$ cat src/rtl/tuner_i2c_pkg.sv
package tuner_i2c_pkg;
  localparam int DIV_W    = 15;
  localparam int DIV_HI_W = DIV_W - 8;
  localparam int CMP_N    = 4;
  localparam int CODE_W   = 3;
  localparam int PIN_N    = 3;

  typedef enum logic [2:0] {
    S_IDLE, S_ADDR, S_AACK, S_WDAT, S_WACK, S_RDAT, S_RACK
  } eng_state_e;

  typedef struct packed {
    logic cp_hi;
    logic test_route;
    logic pump_off;
    logic drive_off;
  } ctrl_t;

  // number of asserted comparators, binary
  function automatic logic [CODE_W-1:0] level_code(input logic [CMP_N-1:0] cmp);
    logic [CODE_W-1:0] n;
    n = '0;
    for (int i = 0; i < CMP_N; i++) n = n + CODE_W'(cmp[i]);
    return n;
  endfunction

  function automatic logic [7:0] status_byte(input logic por, input logic lock,
                                             input logic [PIN_N-1:0] pins,
                                             input logic [CMP_N-1:0] cmp);
    return {por, lock, pins, level_code(cmp)};
  endfunction

  function automatic logic addr_match(input logic [7:0] b, input logic [1:0] sel,
                                      input logic [4:0] fixed);
    return b[7:1] == {fixed, sel};
  endfunction
endpackage

$ cat src/rtl/tuner_i2c_sync.sv
module tuner_i2c_sync #(
  parameter int STAGES = 2
) (
  input  logic clk,
  input  logic rst_n,
  input  logic scl_i,
  input  logic sda_i,
  output logic scl_s,
  output logic sda_s,
  output logic scl_rise,
  output logic scl_fall,
  output logic start_evt,
  output logic stop_evt
);
  logic [STAGES-1:0] scl_ff, sda_ff;
  logic scl_q, sda_q;

  always_ff @(posedge clk or negedge rst_n) begin
    if (!rst_n) begin
      scl_ff <= '1;
      sda_ff <= '1;
      scl_q  <= 1'b1;
      sda_q  <= 1'b1;
    end else begin
      scl_ff <= {scl_ff[STAGES-2:0], scl_i};
      sda_ff <= {sda_ff[STAGES-2:0], sda_i};
      scl_q  <= scl_ff[STAGES-1];
      sda_q  <= sda_ff[STAGES-1];
    end
  end

  assign scl_s     = scl_ff[STAGES-1];
  assign sda_s     = sda_ff[STAGES-1];
  assign scl_rise  = scl_s & ~scl_q;
  assign scl_fall  = ~scl_s & scl_q;
  assign start_evt = scl_s & scl_q & sda_q & ~sda_s;
  assign stop_evt  = scl_s & scl_q & ~sda_q & sda_s;
endmodule

$ cat src/rtl/tuner_i2c_engine.sv
module tuner_i2c_engine
  import tuner_i2c_pkg::*;
#(
  parameter logic [4:0] ADDR_FIXED = 5'b11000
) (
  input  logic       clk,
  input  logic       rst_n,
  input  logic       scl_s,
  input  logic       sda_s,
  input  logic       scl_rise,
  input  logic       scl_fall,
  input  logic       start_evt,
  input  logic       stop_evt,
  input  logic [1:0] addr_sel,
  input  logic [7:0] status,
  output logic       sda_pull,
  output logic       wr_commit,
  output logic [7:0] wr_byte,
  output logic       addr_hit,
  output logic       rd_txn
);
  eng_state_e state;
  logic [7:0] shreg;
  logic [3:0] cnt;
  logic       mack;

  always_ff @(posedge clk or negedge rst_n) begin
    if (!rst_n) begin
      state     <= S_IDLE;
      shreg     <= '0;
      cnt       <= '0;
      sda_pull  <= 1'b0;
      mack      <= 1'b0;
      rd_txn    <= 1'b0;
      wr_commit <= 1'b0;
      addr_hit  <= 1'b0;
    end else begin
      wr_commit <= 1'b0;
      addr_hit  <= 1'b0;
      if (start_evt) begin
        state    <= S_ADDR;
        cnt      <= '0;
        sda_pull <= 1'b0;
        rd_txn   <= 1'b0;
      end else if (stop_evt) begin
        state    <= S_IDLE;
        sda_pull <= 1'b0;
        rd_txn   <= 1'b0;
      end else begin
        case (state)
          S_ADDR, S_WDAT: begin
            if (scl_rise && cnt != 4'd8) begin
              shreg <= {shreg[6:0], sda_s};
              cnt   <= cnt + 4'd1;
            end else if (scl_fall && cnt == 4'd8) begin
              if (state == S_WDAT) begin
                sda_pull  <= 1'b1;
                wr_commit <= 1'b1;
                state     <= S_WACK;
              end else if (addr_match(shreg, addr_sel, ADDR_FIXED)) begin
                sda_pull <= 1'b1;
                addr_hit <= 1'b1;
                rd_txn   <= shreg[0];
                state    <= S_AACK;
              end else begin
                state <= S_IDLE;
              end
            end
          end
          S_AACK: if (scl_fall) begin
            cnt <= '0;
            if (rd_txn) begin
              shreg    <= status;
              sda_pull <= ~status[7];
              state    <= S_RDAT;
            end else begin
              sda_pull <= 1'b0;
              state    <= S_WDAT;
            end
          end
          S_WACK: if (scl_fall) begin
            sda_pull <= 1'b0;
            cnt      <= '0;
            state    <= S_WDAT;
          end
          S_RDAT: if (scl_fall) begin
            if (cnt == 4'd7) begin
              sda_pull <= 1'b0;
              state    <= S_RACK;
            end else begin
              shreg    <= {shreg[6:0], 1'b0};
              sda_pull <= ~shreg[6];
              cnt      <= cnt + 4'd1;
            end
          end
          S_RACK: begin
            if (scl_rise) mack <= ~sda_s;
            else if (scl_fall) begin
              if (mack) begin
                shreg    <= status;
                sda_pull <= ~status[7];
                cnt      <= '0;
                state    <= S_RDAT;
              end else begin
                state <= S_IDLE;
              end
            end
          end
          default: ;
        endcase
      end
    end
  end

  assign wr_byte = shreg;

  AST_PULL_ON_SCL_LOW: assert property (@(posedge clk) disable iff (!rst_n)
    $rose(sda_pull) |-> !scl_s);

  AST_ACK_HOLDS_HIGH: assert property (@(posedge clk) disable iff (!rst_n)
    (scl_s && $past(scl_s) && !start_evt && !stop_evt) |-> $stable(sda_pull));
endmodule

$ cat src/rtl/tuner_regfile.sv
module tuner_regfile
  import tuner_i2c_pkg::*;
#(
  parameter int PORT_W = 8
) (
  input  logic              clk,
  input  logic              rst_n,
  input  logic              start_evt,
  input  logic              stop_evt,
  input  logic              rd_txn,
  input  logic              wr_commit,
  input  logic [7:0]        wr_byte,
  output logic [DIV_W-1:0]  div_ratio,
  output ctrl_t             ctrl,
  output logic [PORT_W-1:0] ports,
  output logic              por
);
  logic second_q, to_ctl_q;

  always_ff @(posedge clk or negedge rst_n) begin
    if (!rst_n) begin
      second_q  <= 1'b0;
      to_ctl_q  <= 1'b0;
      div_ratio <= '0;
      ctrl      <= '0;
      ports     <= '0;
      por       <= 1'b1;
    end else begin
      if (stop_evt && rd_txn) por <= 1'b0;
      if (start_evt) second_q <= 1'b0;
      else if (wr_commit) begin
        if (!second_q) begin
          second_q <= 1'b1;
          to_ctl_q <= wr_byte[7];
          if (wr_byte[7])
            ctrl <= '{cp_hi: wr_byte[6], test_route: wr_byte[5],
                      pump_off: wr_byte[4], drive_off: wr_byte[0]};
          else
            div_ratio[DIV_W-1:8] <= wr_byte[DIV_HI_W-1:0];
        end else begin
          second_q <= 1'b0;
          if (to_ctl_q) ports <= wr_byte[PORT_W-1:0];
          else          div_ratio[7:0] <= wr_byte;
        end
      end
    end
  end

  AST_DIV_ONLY_ON_COMMIT: assert property (@(posedge clk) disable iff (!rst_n)
    !wr_commit |=> $stable(div_ratio));

  AST_PORTS_ONLY_ON_COMMIT: assert property (@(posedge clk) disable iff (!rst_n)
    !wr_commit |=> $stable(ports));
endmodule

$ cat src/rtl/tuner_i2c_regs.sv
module tuner_i2c_regs
  import tuner_i2c_pkg::*;
#(
  parameter int         SYNC_STAGES = 2,
  parameter int         PORT_W      = 8,
  parameter logic [4:0] ADDR_FIXED  = 5'b11000
) (
  input  logic              clk,
  input  logic              rst_n,
  input  logic              scl_i,
  input  logic              sda_i,
  output logic              sda_pull_o,
  input  logic [1:0]        addr_sel_i,
  input  logic              lock_i,
  input  logic [PIN_N-1:0]  pin_lvl_i,
  input  logic [CMP_N-1:0]  lvl_cmp_i,
  output logic [DIV_W-1:0]  div_ratio_o,
  output logic              cp_hi_o,
  output logic              test_route_o,
  output logic              pump_off_o,
  output logic              drive_off_o,
  output logic [PORT_W-1:0] port_on_o
);
  logic scl_s, sda_s, scl_rise, scl_fall, start_evt, stop_evt;
  logic wr_commit, addr_hit, rd_txn, por;
  logic [7:0] wr_byte, status;
  ctrl_t ctrl;

  tuner_i2c_sync #(.STAGES(SYNC_STAGES)) u_sync (
    .clk, .rst_n, .scl_i, .sda_i, .scl_s, .sda_s,
    .scl_rise, .scl_fall, .start_evt, .stop_evt
  );

  assign status = status_byte(por, lock_i, pin_lvl_i, lvl_cmp_i);

  tuner_i2c_engine #(.ADDR_FIXED(ADDR_FIXED)) u_eng (
    .clk, .rst_n, .scl_s, .sda_s, .scl_rise, .scl_fall, .start_evt, .stop_evt,
    .addr_sel(addr_sel_i), .status, .sda_pull(sda_pull_o),
    .wr_commit, .wr_byte, .addr_hit, .rd_txn
  );

  tuner_regfile #(.PORT_W(PORT_W)) u_rf (
    .clk, .rst_n, .start_evt, .stop_evt, .rd_txn, .wr_commit, .wr_byte,
    .div_ratio(div_ratio_o), .ctrl, .ports(port_on_o), .por
  );

  assign cp_hi_o      = ctrl.cp_hi;
  assign test_route_o = ctrl.test_route;
  assign pump_off_o   = ctrl.pump_off;
  assign drive_off_o  = ctrl.drive_off;

  AST_POR_CLEARS_AT_STOP: assert property (@(posedge clk) disable iff (!rst_n)
    $fell(por) |-> $past(stop_evt));

  AST_READ_ENDS_AT_BOUNDARY: assert property (@(posedge clk) disable iff (!rst_n)
    $fell(rd_txn) |-> $past(start_evt || stop_evt));

  AST_NO_WRITE_IN_READ: assert property (@(posedge clk) disable iff (!rst_n)
    rd_txn |-> !wr_commit);

  AST_HIT_NOT_WITH_COMMIT: assert property (@(posedge clk) disable iff (!rst_n)
    addr_hit |-> !wr_commit);
endmodule

$ cat config.mk
export PLATFORM = sky130hd
export DESIGN_NAME = tuner_i2c_regs
export DESIGN_NICKNAME = d
export VERILOG_FILES = /design/src/rtl/tuner_i2c_pkg.sv /design/src/rtl/tuner_i2c_sync.sv /design/src/rtl/tuner_i2c_engine.sv /design/src/rtl/tuner_regfile.sv /design/src/rtl/tuner_i2c_regs.sv
export SDC_FILE = /design/constraint.sdc
export NUM_CORES = 1
export LEC_CHECK = 0
export BUFFER_PORTS_ARGS = -buffer_cell sky130_fd_sc_hd__buf_2
export CORE_ASPECT_RATIO = 1.25
export CORE_MARGIN = 2
export CORE_UTILIZATION = 45
export DETAILED_ROUTE_END_ITERATION = 6
export GPL_ROUTABILITY_DRIVEN = 0
export HOLD_SLACK_MARGIN = 0.15
export PLACE_DENSITY = 0.76
export REMOVE_ABC_BUFFERS = 1
export SYNTH_ARGS = -nofsm -noshare
export SYNTH_HDL_FRONTEND = slang
export SYNTH_SLANG_ARGS = --single-unit
$ cat constraint.sdc
create_clock -name clk -period 4.6 [get_ports clk]
set_input_delay 0.46 -clock clk [delete_from_list [all_inputs] [get_ports clk]]
set_output_delay 0.46 -clock clk [all_outputs]
set_load 0.01 [all_outputs]
==> Yosys cells after proc, flatten, opt, wreduce, memory -nomap -nowiden <==
Index checks and enable logic that the tools add are counted.
{ "classes": {"addsub": 4, "n_eq_ne": 38, "muxes": 65, "bitwise": 18, "reduce_logical": 23} }
{ "ops": {"columns": ["operator", "count"], "rows": [
  ["$mux W8", 8],
  ["$mux W3", 13],
  ["$mux W4", 9],
  ["$pmux W8 S4", 1],
  ["$mux W1", 30],
  ["$ne A4 B2 Y1 const B", 7],
  ["$reduce_and A4 Y1", 5],
  ["$ne A3 B2 Y1 const B", 6],
  ["$reduce_and A9 Y1", 2],
  ["$pmux W4 S4", 1],
  ["$pmux W3 S5", 1],
  ["$ne A2 B1 Y1 const B", 6],
  ["$not A1 Y1", 11],
  ["$reduce_and A11 Y1", 1],
  ["$reduce_and A10 Y1", 1],
  ["$eq A3 B3 Y1 const B", 3],
  ["$reduce_bool A3 Y1", 3],
  ["$ne A4 B3 Y1 const B", 2],
  ["$and A1 B1 Y1", 7],
  ["$eq A7 B7 Y1", 1],
  ["$reduce_bool A7 Y1", 1],
  ["$eq A3 B2 Y1 const B", 2],
  ["$ne A2 B2 Y1 const B", 3],
  ["$ne A3 B3 Y1 const B", 2],
  ["other kinds (19)", 22]
]} }
{ "totals": {"regBits": 55, "in_bits": 14, "out_inout_bits": 28, "wordCells": 169} }

==> Logic depth before layout (Yosys ltp) <==
Gate-level depths: netlist of the first run.
{ "logic_depth": {"word_depth": 8, "ltp_mapped": 7, "mapped_depth_nobuf": 7} }

==> Modules after synthesis <==
Synthesis of the first run repeated with hierarchy kept, for this count alone.
{ "unflattened": {"cells_unflattened": 220, "hier_area_um2": 2746.4} }
{ "modules_own_cells": {"columns": ["mod", "n_inst", "cells_each", "area_each_um2", "seq_area_each_um2"], "rows": [
  ["tuner_i2c_engine", 1, 134, 1326.3, 500.5],
  ["tuner_regfile", 1, 68, 1166.1, 752.0],
  ["tuner_i2c_sync", 1, 10, 190.2, 157.7],
  ["tuner_i2c_regs", 1, 8, 63.8, 0.0]
]} }

==> Worst setup path before layout of the first run <==
No wires, ideal clock.
{ "synth_timing": {"path_kind": "input to register", "from": "input lvl_cmp_i[0]", "to": "register u_eng.shreg[1], in the netlist u_eng.wr_byte[1]", "setup_ns": 0.125, "arrival_time_ns": 1.855, "slack_ns": 2.620, "path_stages": 5, "path_cell_list": "fa_1 > ha_1 > ha_1 > mux2_2 > mux2_2"} }
{ "synth_between": {"elab_chain_cells": 7} }
{ "synth_lines": {"columns": ["item", "line", "text"], "rows": [
  ["start, declared", "tuner_i2c_regs.sv:16", "input logic [CMP_N-1:0] lvl_cmp_i,"],
  ["$add A1 B1 Y2 *", "tuner_i2c_pkg.sv:23", "for (int i = 0; i < CMP_N; i++) n = n + CODE_W'(cmp[i]);"],
  ["$add A2 B1 Y3 *", "tuner_i2c_pkg.sv:23", null],
  ["$add A3 B1 Y3 *", "tuner_i2c_pkg.sv:23", null],
  ["$mux W8", "tuner_i2c_engine.sv:99", "if (mack) begin"],
  ["$mux W8", "tuner_i2c_engine.sv:98", "else if (scl_fall) begin"],
  ["$mux W8", "tuner_i2c_engine.sv:97", "if (scl_rise) mack <= ~sda_s;"],
  ["$pmux W8 S4 *", "tuner_i2c_engine.sv:50", "case (state)"],
  ["end signal, assigned", "tuner_i2c_engine.sv:53", "shreg <= {shreg[6:0], sda_s};"],
  ["end signal, assigned", "tuner_i2c_engine.sv:91", "shreg <= {shreg[6:0], 1'b0};"],
  ["end signal, assigned", "tuner_i2c_engine.sv:100", "shreg <= status;"],
  ["end, declared", "tuner_i2c_engine.sv:23", "logic [7:0] shreg;"]
]} }
Every way passes the cells marked *; elsewhere a longest branch is shown, timed or not. The select of a mux whose other input is x is not followed.
A chain may end at the register's enable or synchronous reset.

==> Worst setup path after layout of the first run <==
{ "layout_timing": {"from": "register u_eng.state[0]", "to": "register u_eng.shreg[5], in the netlist u_eng.wr_byte[5]"} }
{ "layout_between": {"elab_chain_cells": 4} }
{ "layout_lines": {"columns": ["item", "line", "text"], "rows": [
  ["start, declared", "tuner_i2c_engine.sv:22", "eng_state_e state;"],
  ["start signal, assigned", "tuner_i2c_engine.sv:29", "state <= S_IDLE;"],
  ["start signal, assigned", "tuner_i2c_engine.sv:41", "state <= S_ADDR;"],
  ["start signal, assigned", "tuner_i2c_engine.sv:46", "state <= S_IDLE;"],
  ["$eq A3 B1 Y1 / $eq A3 B2 Y1 (equally long branches)", "tuner_i2c_engine.sv:50", null],
  ["$reduce_or A2 Y1", "tuner_i2c_engine.sv:50", null],
  ["$ne A2 B1 Y1 (no line) / $reduce_bool A4 Y1 (equally long branches)", null, null],
  ["$reduce_and A11 Y1 (no line)", null, null],
  ["end signal, assigned", "tuner_i2c_engine.sv:53", null],
  ["end signal, assigned", "tuner_i2c_engine.sv:73", "shreg <= status;"],
  ["end signal, assigned", "tuner_i2c_engine.sv:91", null]
]} }
Parallel ways exist; a longest one is shown, timed or not.

==> results_dict.tcl, run 1 <==
set metrics [dict create \
    drtPass1Iterations 4 \
    power_density_nw_per_um2 449 \
    async_reset_ff_share_pct 100 \
    setup_total_negative_slack_ps 0 \
    holdWs_ps 246 \
    syn_inst 228 \
    fin_ws_ps 2140 \
    worst_pin_slew_ps 662 \
    critPathSlowestCell "dfrtp_1" \
    dr_wl_met3_um 170 \
    cts_buffers 5 \
    syn_avg_cell_area_um2 11.8 \
    crit_fanout 19 \
    r2r_end "u_eng.wr_byte[5]$_DFFE_PN0P_" \
    cpPeakStageDelay_ps 680 \
    dr_total_vias 1905 \
    drt-met1-wl_um 2370 \
    seq_area_frac_synth_pct 51.7 \
    crit_cells 5 \
    path_buf_inv 0 \
    vdd_drop_max_uv 280 \
    cts_sinks 55 \
    path_cells "nand2b_1, nor2_1, o21ai_0, and3_1, mux2_2" \
    synth.distinct_cells 51 \
    core_area_um2 5780 \
    critPathLaunchType "flip-flop" \
    period_minus_slack_ps 2460 \
    ys_warn_count 0 \
    slew_viol_final 0 \
    grt_pass1_vias 1926 \
    rsz0062_at_grt "false" \
    postCtsSetupBuffers 0 \
    antenna_found_initial 0 \
    fin_crit_sh_pct 53.4 \
    pre_cts_ws_ps 2220 \
    cp.arrival_ps 2650 \
    clk_pin_slew_worst_paths_ps 90 \
    vias_per_cell 5.70 \
    r2r_start "u_eng.state[0]$_DFFE_PN0P_" \
    drive_gt1_share_pct 37.7 \
    dpl_cell_area_um2 2920 \
    drc 0 \
    initialDrtViolationCount 137 \
    htree_levels 2 \
    cap_violations 0 \
    hp-class "in -> reg" \
    setup_viol 0 \
    grt_pass1_wl_um 9010 \
    cts_max_path_buffers 2 \
    timing.fmax_mhz 407 \
    highest_layer "met4" \
    fin_nets 286 \
    die-area_um2 6600 \
    chipWidth_um 73.0 \
    setup.worst_path.end "u_eng.wr_byte[5]$_DFFE_PN0P_" \
    crit_required_ps 4790 \
    ant_nets 0 \
    die_h_um 90.3 \
    crit_path_start "u_eng.state[0]$_DFFE_PN0P_" \
    root_buffer "clkbuf_8" \
    postCtsResizedCells 0 \
    r2r_slack_ps 2140 \
    synth_edf_count 0 \
    fin_skew_ps 2.72 \
    portBuffers 41 \
    io_pins 42 \
    status "completed" \
    slew-limit-headroom_pct 55.9 \
    cts_tree "yes" \
    finalPower_uw 1370 \
    wirelength_um 5340 \
    final_cell_area_um2 3060 \
    n_antenna_cell 0 \
    p_leak_uw 0.00151 \
    num_rows 31 \
    holdBufCountCts 0 \
    ys_ff_latch 55 \
    met2_wirelength_um 2720 \
    synth_area_um2 2680 \
    synthFlopType "dfrtp_1" \
    path_class "reg -> reg" \
    dp_hpwl_um 3860 \
    crit_family "simple AND/OR/NAND/NOR gates" \
    hold_viol_final 0 \
    worstRegToRegCells 5 \
    start_util_pct 46.4 \
    grt-ovfl-total 0 \
    endpoint_kind "flip-flop" \
    wl_per_cell_um 16.0 \
    holdCritStartpoint "sda_i" \
    grt_max_degree 56 \
    clk_latency_ps 300 \
    areaGrowthSynthToFinish_pct 14.0 \
    grt_usage_pct 17.4 \
]
registers in the layout, indices dropped and copies added (netlist names), 2 cells and up:
name and cells:
u_eng.cnt 4, u_eng.state 3, u_eng.wr_byte 8, u_rf.ctrl 4
u_rf.div_ratio 15, u_rf.ports 8, u_sync.scl_ff 2, u_sync.sda_ff 2
how the worst min path moves through the flow:
stage                                       to  slack [ps]  cells past startpoint
floorplan             u_eng.cnt[0]$_DFFE_PN0P_         160                      0
finish              u_sync.sda_ff[0]$_DFF_PN1_         250                      1
global placement    u_sync.sda_ff[1]$_DFF_PN1_         350                      0
global route        u_sync.sda_ff[0]$_DFF_PN1_         230                      1
detailed placement  u_sync.sda_ff[1]$_DFF_PN1_         350                      0
CTS                 u_sync.sda_ff[0]$_DFF_PN1_         230                      1
Yosys cell counts, types with 2 or more instances:
library cell  number  share of area, %
nor2_1             9               1.3
o211ai_1           3              0.84
or3_1              2              0.47
nand3b_1           4               1.1
o22ai_1            3              0.70
mux2i_1            4               1.5
clkbuf_1           4              0.56
nand4b_1           2              0.65
o21ai_0           10               1.9
nand3_1            4              0.75
or2_2              2              0.47
a21oi_1            6               1.1
nand2b_1           5               1.2
a21o_1             2              0.56
inv_1              7              0.98
nand2_1           14               2.0
a22o_1             2              0.65
xnor2_1            3              0.98
a31oi_1            7               1.6
nor3_1             3              0.56
nor2b_1            2              0.47
buf_2              4              0.75
ha_1               4               1.9
dfstp_2            7               6.9
mux2_2            39                16
nand4_1            3              0.70
and3_1             2              0.47
dfrtp_1           48                45
through the flow:
stage	utilization (%)	std cells
3_5_place_dp	50.6	326
5_1_grt	52.9	334
4_1_cts	52.9	334
6_report	52.9	334
2_1_floorplan	-	218
3_3_place_gp	50.6	326
worst reg2reg max path, cell delays in order, from the launching register on:
cell	delay (ps)
dfrtp_1	680
nand2b_1	540
nor2_1	70
o21ai_0	230
and3_1	440
mux2_2	390
cells in the final DEF (no fill, tap or decap), types with 2 or more instances in the layout:
| cell type | n |
|---|---|
| mux2_2 | 39 |
| a22o_1 | 2 |
| dfstp_2 | 7 |
| nand3_1 | 4 |
| buf_2 | 41 |
| bufinv_16 | 2 |
| nand4b_1 | 2 |
| nand2b_1 | 5 |
| a21oi_1 | 6 |
| ha_1 | 4 |
| a21o_1 | 2 |
| o22ai_1 | 3 |
| nand2_1 | 14 |
| inv_1 | 7 |
| o211ai_1 | 3 |
| nor3_1 | 3 |
| o21ai_0 | 10 |
| or2_2 | 2 |
| nand3b_1 | 4 |
| dfrtp_1 | 48 |
| mux2i_1 | 4 |
| nor2b_1 | 2 |
| clkbuf_8 | 5 |
| a31oi_1 | 7 |
| nand4_1 | 3 |
| nor2_1 | 9 |
| xnor2_1 | 3 |
| and3_1 | 2 |
| or3_1 | 2 |
routing by layer:
metal	vias up	global-route usage, %
met5	-	0
met4	0	6.94
met3	6	3.91
met2	39	28.5
met1	950	22.0
li1	910	-
where the power goes:
part           switching (µW)  internal, µW
combinational             144           175
sequential                126           559
clock                     150           217
layout make-up:
class	count	area [µm²]
tap	66	82.6
inverter	7	26.3
sequential	55	1390
clock buffer	6	72.6
clock inverter	2	60.1
multi-input combinational	156	1220
fill	508	2720
timing repair buffer	42	213
kinds of logic after synthesis:
group                    Yosys count  synth area share [%]
AO/OA/AOI/OAI                     42                  10.4
flip-flops                        55                  51.7
adder cells (fa/ha/maj)            5                  2.61
XOR/XNOR                           4                  1.31
multiplexers                      43                  17.9
buffers and inverters             17                  2.99
AND/OR/NAND/NOR                   62                  13.2
Power figures use the tool's default switching activity.
==> inputs of run 2 (changes only) <==
- clock period: 4.6 -> 2.45 ns (I/O delays scaled with it)
==> run 2 against run 1 <==
Via count is 4.5% higher. Count of clock-buffer cells in the layout stayed put. Worst hold slack worse by 23 ps. Maximum frequency is 14% higher. Wire length is 6.1% higher. Die area stayed put. Flip-flop and latch count stayed put. Power is 91% higher. Critical path type unchanged. Critical endpoint unchanged. Largest power group unchanged. Highest routed layer unchanged.
==> results_dict.tcl, run 2 (same netlist as run 1, synthesis figures left out) <==
set metrics [dict create \
    status "completed" \
    chipWidth_um 73.0 \
    clk_latency_ps 310 \
    clk_pin_slew_worst_paths_ps 90 \
    n_antenna_cell 0 \
    cts_max_path_buffers 2 \
    r2r_start "u_eng.state[2]$_DFFE_PN0P_" \
    dp_hpwl_um 4240 \
    r2r_slack_ps 290 \
    dp_cells 334 \
    drtPass1Iterations 4 \
    holdPathEnd "u_eng.wr_byte[6]$_DFFE_PN0P_" \
    fin_ws_ps 287 \
    worstRegToRegCells 4 \
    slew_viol_final 0 \
    die-area_um2 6600 \
    r2r_end "u_eng.wr_byte[5]$_DFFE_PN0P_" \
    core_area_um2 5780 \
    critPathLaunchType "flip-flop" \
    hp-class "in -> reg" \
    pre_cts_ws_ps 310 \
    power_density_nw_per_um2 832 \
    hold_viol_final 0 \
    holdCritStartpoint "lock_i" \
    drive_gt1_share_pct 39.1 \
    wirelength_um 5670 \
    cts_sinks 55 \
    root_buffer "clkbuf_8" \
    final_common_cell "dfrtp_1" \
    io_pins 42 \
    dr_total_vias 1991 \
    p_leak_uw 0.00156 \
    fin_skew_ps 5.86 \
    initialDrtViolationCount 141 \
    cts_buffers 5 \
    crit_required_ps 2650 \
    vdd_drop_max_uv 441 \
    grt_pass1_vias 2004 \
    largest_reg_flops 15 \
    postCtsResizedCells 0 \
    min_path_cells 3 \
    setup_viol 0 \
    fin_nets 297 \
    areaGrowthSynthToFinish_pct 17.3 \
    post-route-util_pct 54.4 \
    start_util_pct 46.4 \
    cap_violations 0 \
    timing.fmax_mhz 462 \
    grt-ovfl-total 0 \
    die_h_um 90.3 \
    crit_fanout 17 \
    fin_crit_sh_pct 88.3 \
    portBuffers 41 \
    grt_pass1_wl_um 9580 \
    grt_usage_pct 18.3 \
    slew-limit-headroom_pct 68.9 \
    antenna_found_initial 0 \
    setup_total_negative_slack_ps 0 \
    rsz0062_at_grt "false" \
    path_class "reg -> reg" \
    cts_tree "yes" \
    grt_max_degree 29 \
    top_register "u_rf.div_ratio" \
    cp.arrival_ps 2360 \
    worst_pin_slew_ps 465 \
    holdWs_ps 223 \
    endpoint_kind "flip-flop" \
    vias_per_cell 5.77 \
    ant_nets 0 \
    layout_common_cells "dfrtp_1 (48), buf_2 (41), mux2_2 (39)" \
    num_rows 31 \
    period_minus_slack_ps 2160 \
    drc 0 \
    fin_cells 345 \
    htree_levels 2 \
    wl_per_cell_um 16.4 \
]
## run 2: cell count changes in the layout (fill, tap and decap cells not counted)
cell / previous run / this run
buf_4: 1 / 9
dlygate4sd3_1: 0 / 3
## run 2: metrics by stage
stage,instance area (µm²),total power (µW)
after floorplan,2630,1690
after global placement,2980,1900
after detailed placement,2980,1940
after CTS,3150,2640
after global routing,3150,2770
final,3150,2620
## run 2: layout make-up
type	count	area [µm²]
multi-input combinational	156	1220
tap	66	82.6
clock inverter	2	60.1
inverter	7	26.3
timing repair buffer	53	303
clock buffer	6	72.6
sequential	55	1390
fill	486	2630
## run 2: how the worst max path moves through the flow
stage                                           from                            to  slack, ps  depth (start not counted)
after global placement    u_sync.scl_ff[1]$_DFF_PN1_  u_eng.wr_byte[5]$_DFFE_PN0P_        380                          4
final                     u_eng.state[2]$_DFFE_PN0P_  u_eng.wr_byte[5]$_DFFE_PN0P_        290                          4
after floorplan           u_eng.state[0]$_DFFE_PN0P_  u_eng.wr_byte[0]$_DFFE_PN0P_        400                          5
after detailed placement  u_sync.scl_ff[1]$_DFF_PN1_  u_eng.wr_byte[5]$_DFFE_PN0P_        310                          4
after CTS                 u_sync.scl_ff[1]$_DFF_PN1_  u_eng.wr_byte[5]$_DFFE_PN0P_        300                          4
after global routing      u_eng.state[2]$_DFFE_PN0P_    u_eng.state[2]$_DFFE_PN0P_        160                          5
## run 2: metal layers
layer / track usage [%] / wire, µm / vias up
met2: 30.2 / 2900 / 44
met4: 7.10 / 146 / 0
met1: 23.8 / 2450 / 997
met3: 3.01 / 176 / 14
li1: - / - / 936
met5: 0 / 0 / -
## run 2: repair_timing
item	in CTS	in global routing
hold buffers	3	0
hold endpoints to repair	26	0
buffers inserted	0	0
## run 2: worst max-delay path, cell delays in order (launching register included)
cell      delay [ps]
dfrtp_1          550
or3b_1           460
o221ai_2         200
and3_1           450
mux2_2           390
## run 2: report_power, final
group / total, µW / internal (µW) / switching [µW] / leakage, µW
clock network: 698 / 408 / 290 / 0.0000654
logic: 667 / 350 / 317 / 0.000780
registers: 1250 / 1050 / 202 / 0.000717
total: 2620 / 1810 / 809 / 0.00156
==> inputs of run 3 (changes only) <==
- CTS_BUF_LIST: default -> sky130_fd_sc_hd__clkbuf_8
==> run 3 against run 2 <==
Maximum frequency about the same. Worst setup slack hardly changed. Via count stayed put. Critical path depth is the same. Highest routed layer unchanged. Count of clock-buffer cells in the layout down 1. Critical path type unchanged. Sequential share of layout area unchanged. Die area unchanged. Power decreased by 0.16%.
==> results_dict.tcl, run 3 (same netlist as run 1, synthesis figures left out) <==
set metrics [dict create \
    status "completed" \
    num_rows 31 \
    hp-class "in -> reg" \
    crit_required_ps 2650 \
    die-area_um2 6600 \
    slew-limit-headroom_pct 68.9 \
    cts_max_path_buffers 2 \
    p_leak_uw 0.00157 \
    drc 0 \
    fin_skew_ps 5.86 \
    initialDrtViolationCount 141 \
    drtPass1Iterations 4 \
    grt-ovfl-total 0 \
    fin_crit_sh_pct 88.3 \
    chipWidth_um 73.0 \
    fin_nets 297 \
    switchingPower_uw 809 \
    pre_cts_ws_ps 310 \
    wl_per_cell_um 16.4 \
    setup_viol 0 \
    cap_violations 0 \
    clockPowerShare_pct 26.6 \
    layout_common_cells "dfrtp_1 (48), buf_2 (41), mux2_2 (39)" \
    clk_latency_ps 310 \
    largest_reg_flops 15 \
    grt_pass1_vias 2004 \
    antenna_found_initial 0 \
    vias_per_cell 5.77 \
    core_area_um2 5780 \
    r2r_end "u_eng.wr_byte[5]$_DFFE_PN0P_" \
    critPathLaunchType "flip-flop" \
    cts_buffers 5 \
    vdd_drop_max_uv 441 \
    n_antenna_cell 0 \
    crit_fanout 17 \
    grt_usage_pct 18.3 \
    slew_viol_final 0 \
    timing.fmax_mhz 462 \
    switching_share_pct 31.0 \
    root_buffer "clkbuf_8" \
    start_util_pct 46.4 \
    holdCritStartpoint "lock_i" \
    dr_total_vias 1991 \
    comb_power_share_pct 25.5 \
    final_common_cell "dfrtp_1" \
    min_path_cells 3 \
    r2r_slack_ps 290 \
    seq_power_share_pct 47.9 \
    path_class "reg -> reg" \
    cts_tree "yes" \
    cp.arrival_ps 2360 \
    cts_sinks 55 \
    power_density_nw_per_um2 831 \
    endpoint_kind "flip-flop" \
    die_h_um 90.3 \
    worstRegToRegCells 4 \
    rsz0062_at_grt "false" \
    clk_pin_slew_worst_paths_ps 90 \
    period_minus_slack_ps 2160 \
    ant_nets 0 \
    setup_total_negative_slack_ps 0 \
    io_pins 42 \
    htree_levels 2 \
    wirelength_um 5670 \
    drive_gt1_share_pct 39.1 \
    dp_hpwl_um 4240 \
    hold_viol_final 0 \
    postCtsSetupBuffers 0 \
    p_int_uw 1800 \
    holdPathEnd "u_eng.wr_byte[6]$_DFFE_PN0P_" \
    fin_ws_ps 287 \
    worst_pin_slew_ps 465 \
    portBuffers 41 \
    grt_pass1_wl_um 9580 \
    r2r_start "u_eng.state[2]$_DFFE_PN0P_" \
    areaGrowthSynthToFinish_pct 17.3 \
    top_register "u_rf.div_ratio" \
    grt_max_degree 29 \
]
==> run 3: timing repair <==
| action | CTS | global route |
|---|---|---|
| hold buffers | 3 | 0 |
| endpoints found under the hold margin | 26 | 0 |
| resized for setup | 0 | 0 |
==> run 3: per-layer routing <==
metal  wire, µm  GRT usage, %  up-vias
met2       2900          30.2       44
met1       2450          23.8      997
met3        176          3.01       14
met5          0             0        -
li1           -             -      936
met4        146          7.10        0
==> run 3: critical path, cell delays in order (launching register included) <==
cell and delay [ps]:
dfrtp_1 550, or3b_1 460, o221ai_2 200, and3_1 450
mux2_2 390
==> run 3: worst max path at each step <==
stage / start / to / cells after the start
floorplan: u_eng.state[0]$_DFFE_PN0P_ / u_eng.wr_byte[0]$_DFFE_PN0P_ / 5
global placement: u_sync.scl_ff[1]$_DFF_PN1_ / u_eng.wr_byte[5]$_DFFE_PN0P_ / 4
detailed placement: u_sync.scl_ff[1]$_DFF_PN1_ / u_eng.wr_byte[5]$_DFFE_PN0P_ / 4
CTS: u_sync.scl_ff[1]$_DFF_PN1_ / u_eng.wr_byte[5]$_DFFE_PN0P_ / 4
global route: u_eng.state[2]$_DFFE_PN0P_ / u_eng.state[2]$_DFFE_PN0P_ / 5
finish: u_eng.state[2]$_DFFE_PN0P_ / u_eng.wr_byte[5]$_DFFE_PN0P_ / 4
==> run 3: power by group through the flow <==
stage | sequential (µW) | combinational [µW] | clock (µW)
3_5_place_dp | 1270 | 669 | 0
2_1_floorplan | 1230 | 463 | 0
4_1_cts | 1250 | 673 | 707
3_3_place_gp | 1260 | 640 | 0
6_report | 1250 | 667 | 694
5_1_grt | 1280 | 746 | 739
==> run 3: stage by stage <==
step	instances	instance area, µm²	hold WS, ps	utilization (%)	total power [µW]
after floorplan	218	2630	-50.6	-	1690
after global placement	334	2980	128	51.6	1900
after detailed placement	334	2980	135	51.6	1940
after CTS	345	3150	223	54.4	2630
after global routing	345	3150	251	54.4	2770
final	345	3150	223	54.4	2610
==> run 3: area by class of cell <==
type                            instances  area (µm²)
Fill cell                             486        2630
Sequential cell                        55        1390
Multi-Input combinational cell        156        1220
Timing Repair Buffer                   53         303
Tap cell                               66        82.6
Clock buffer                            5        68.8
Clock inverter                          3        63.8
Inverter                                7        26.3
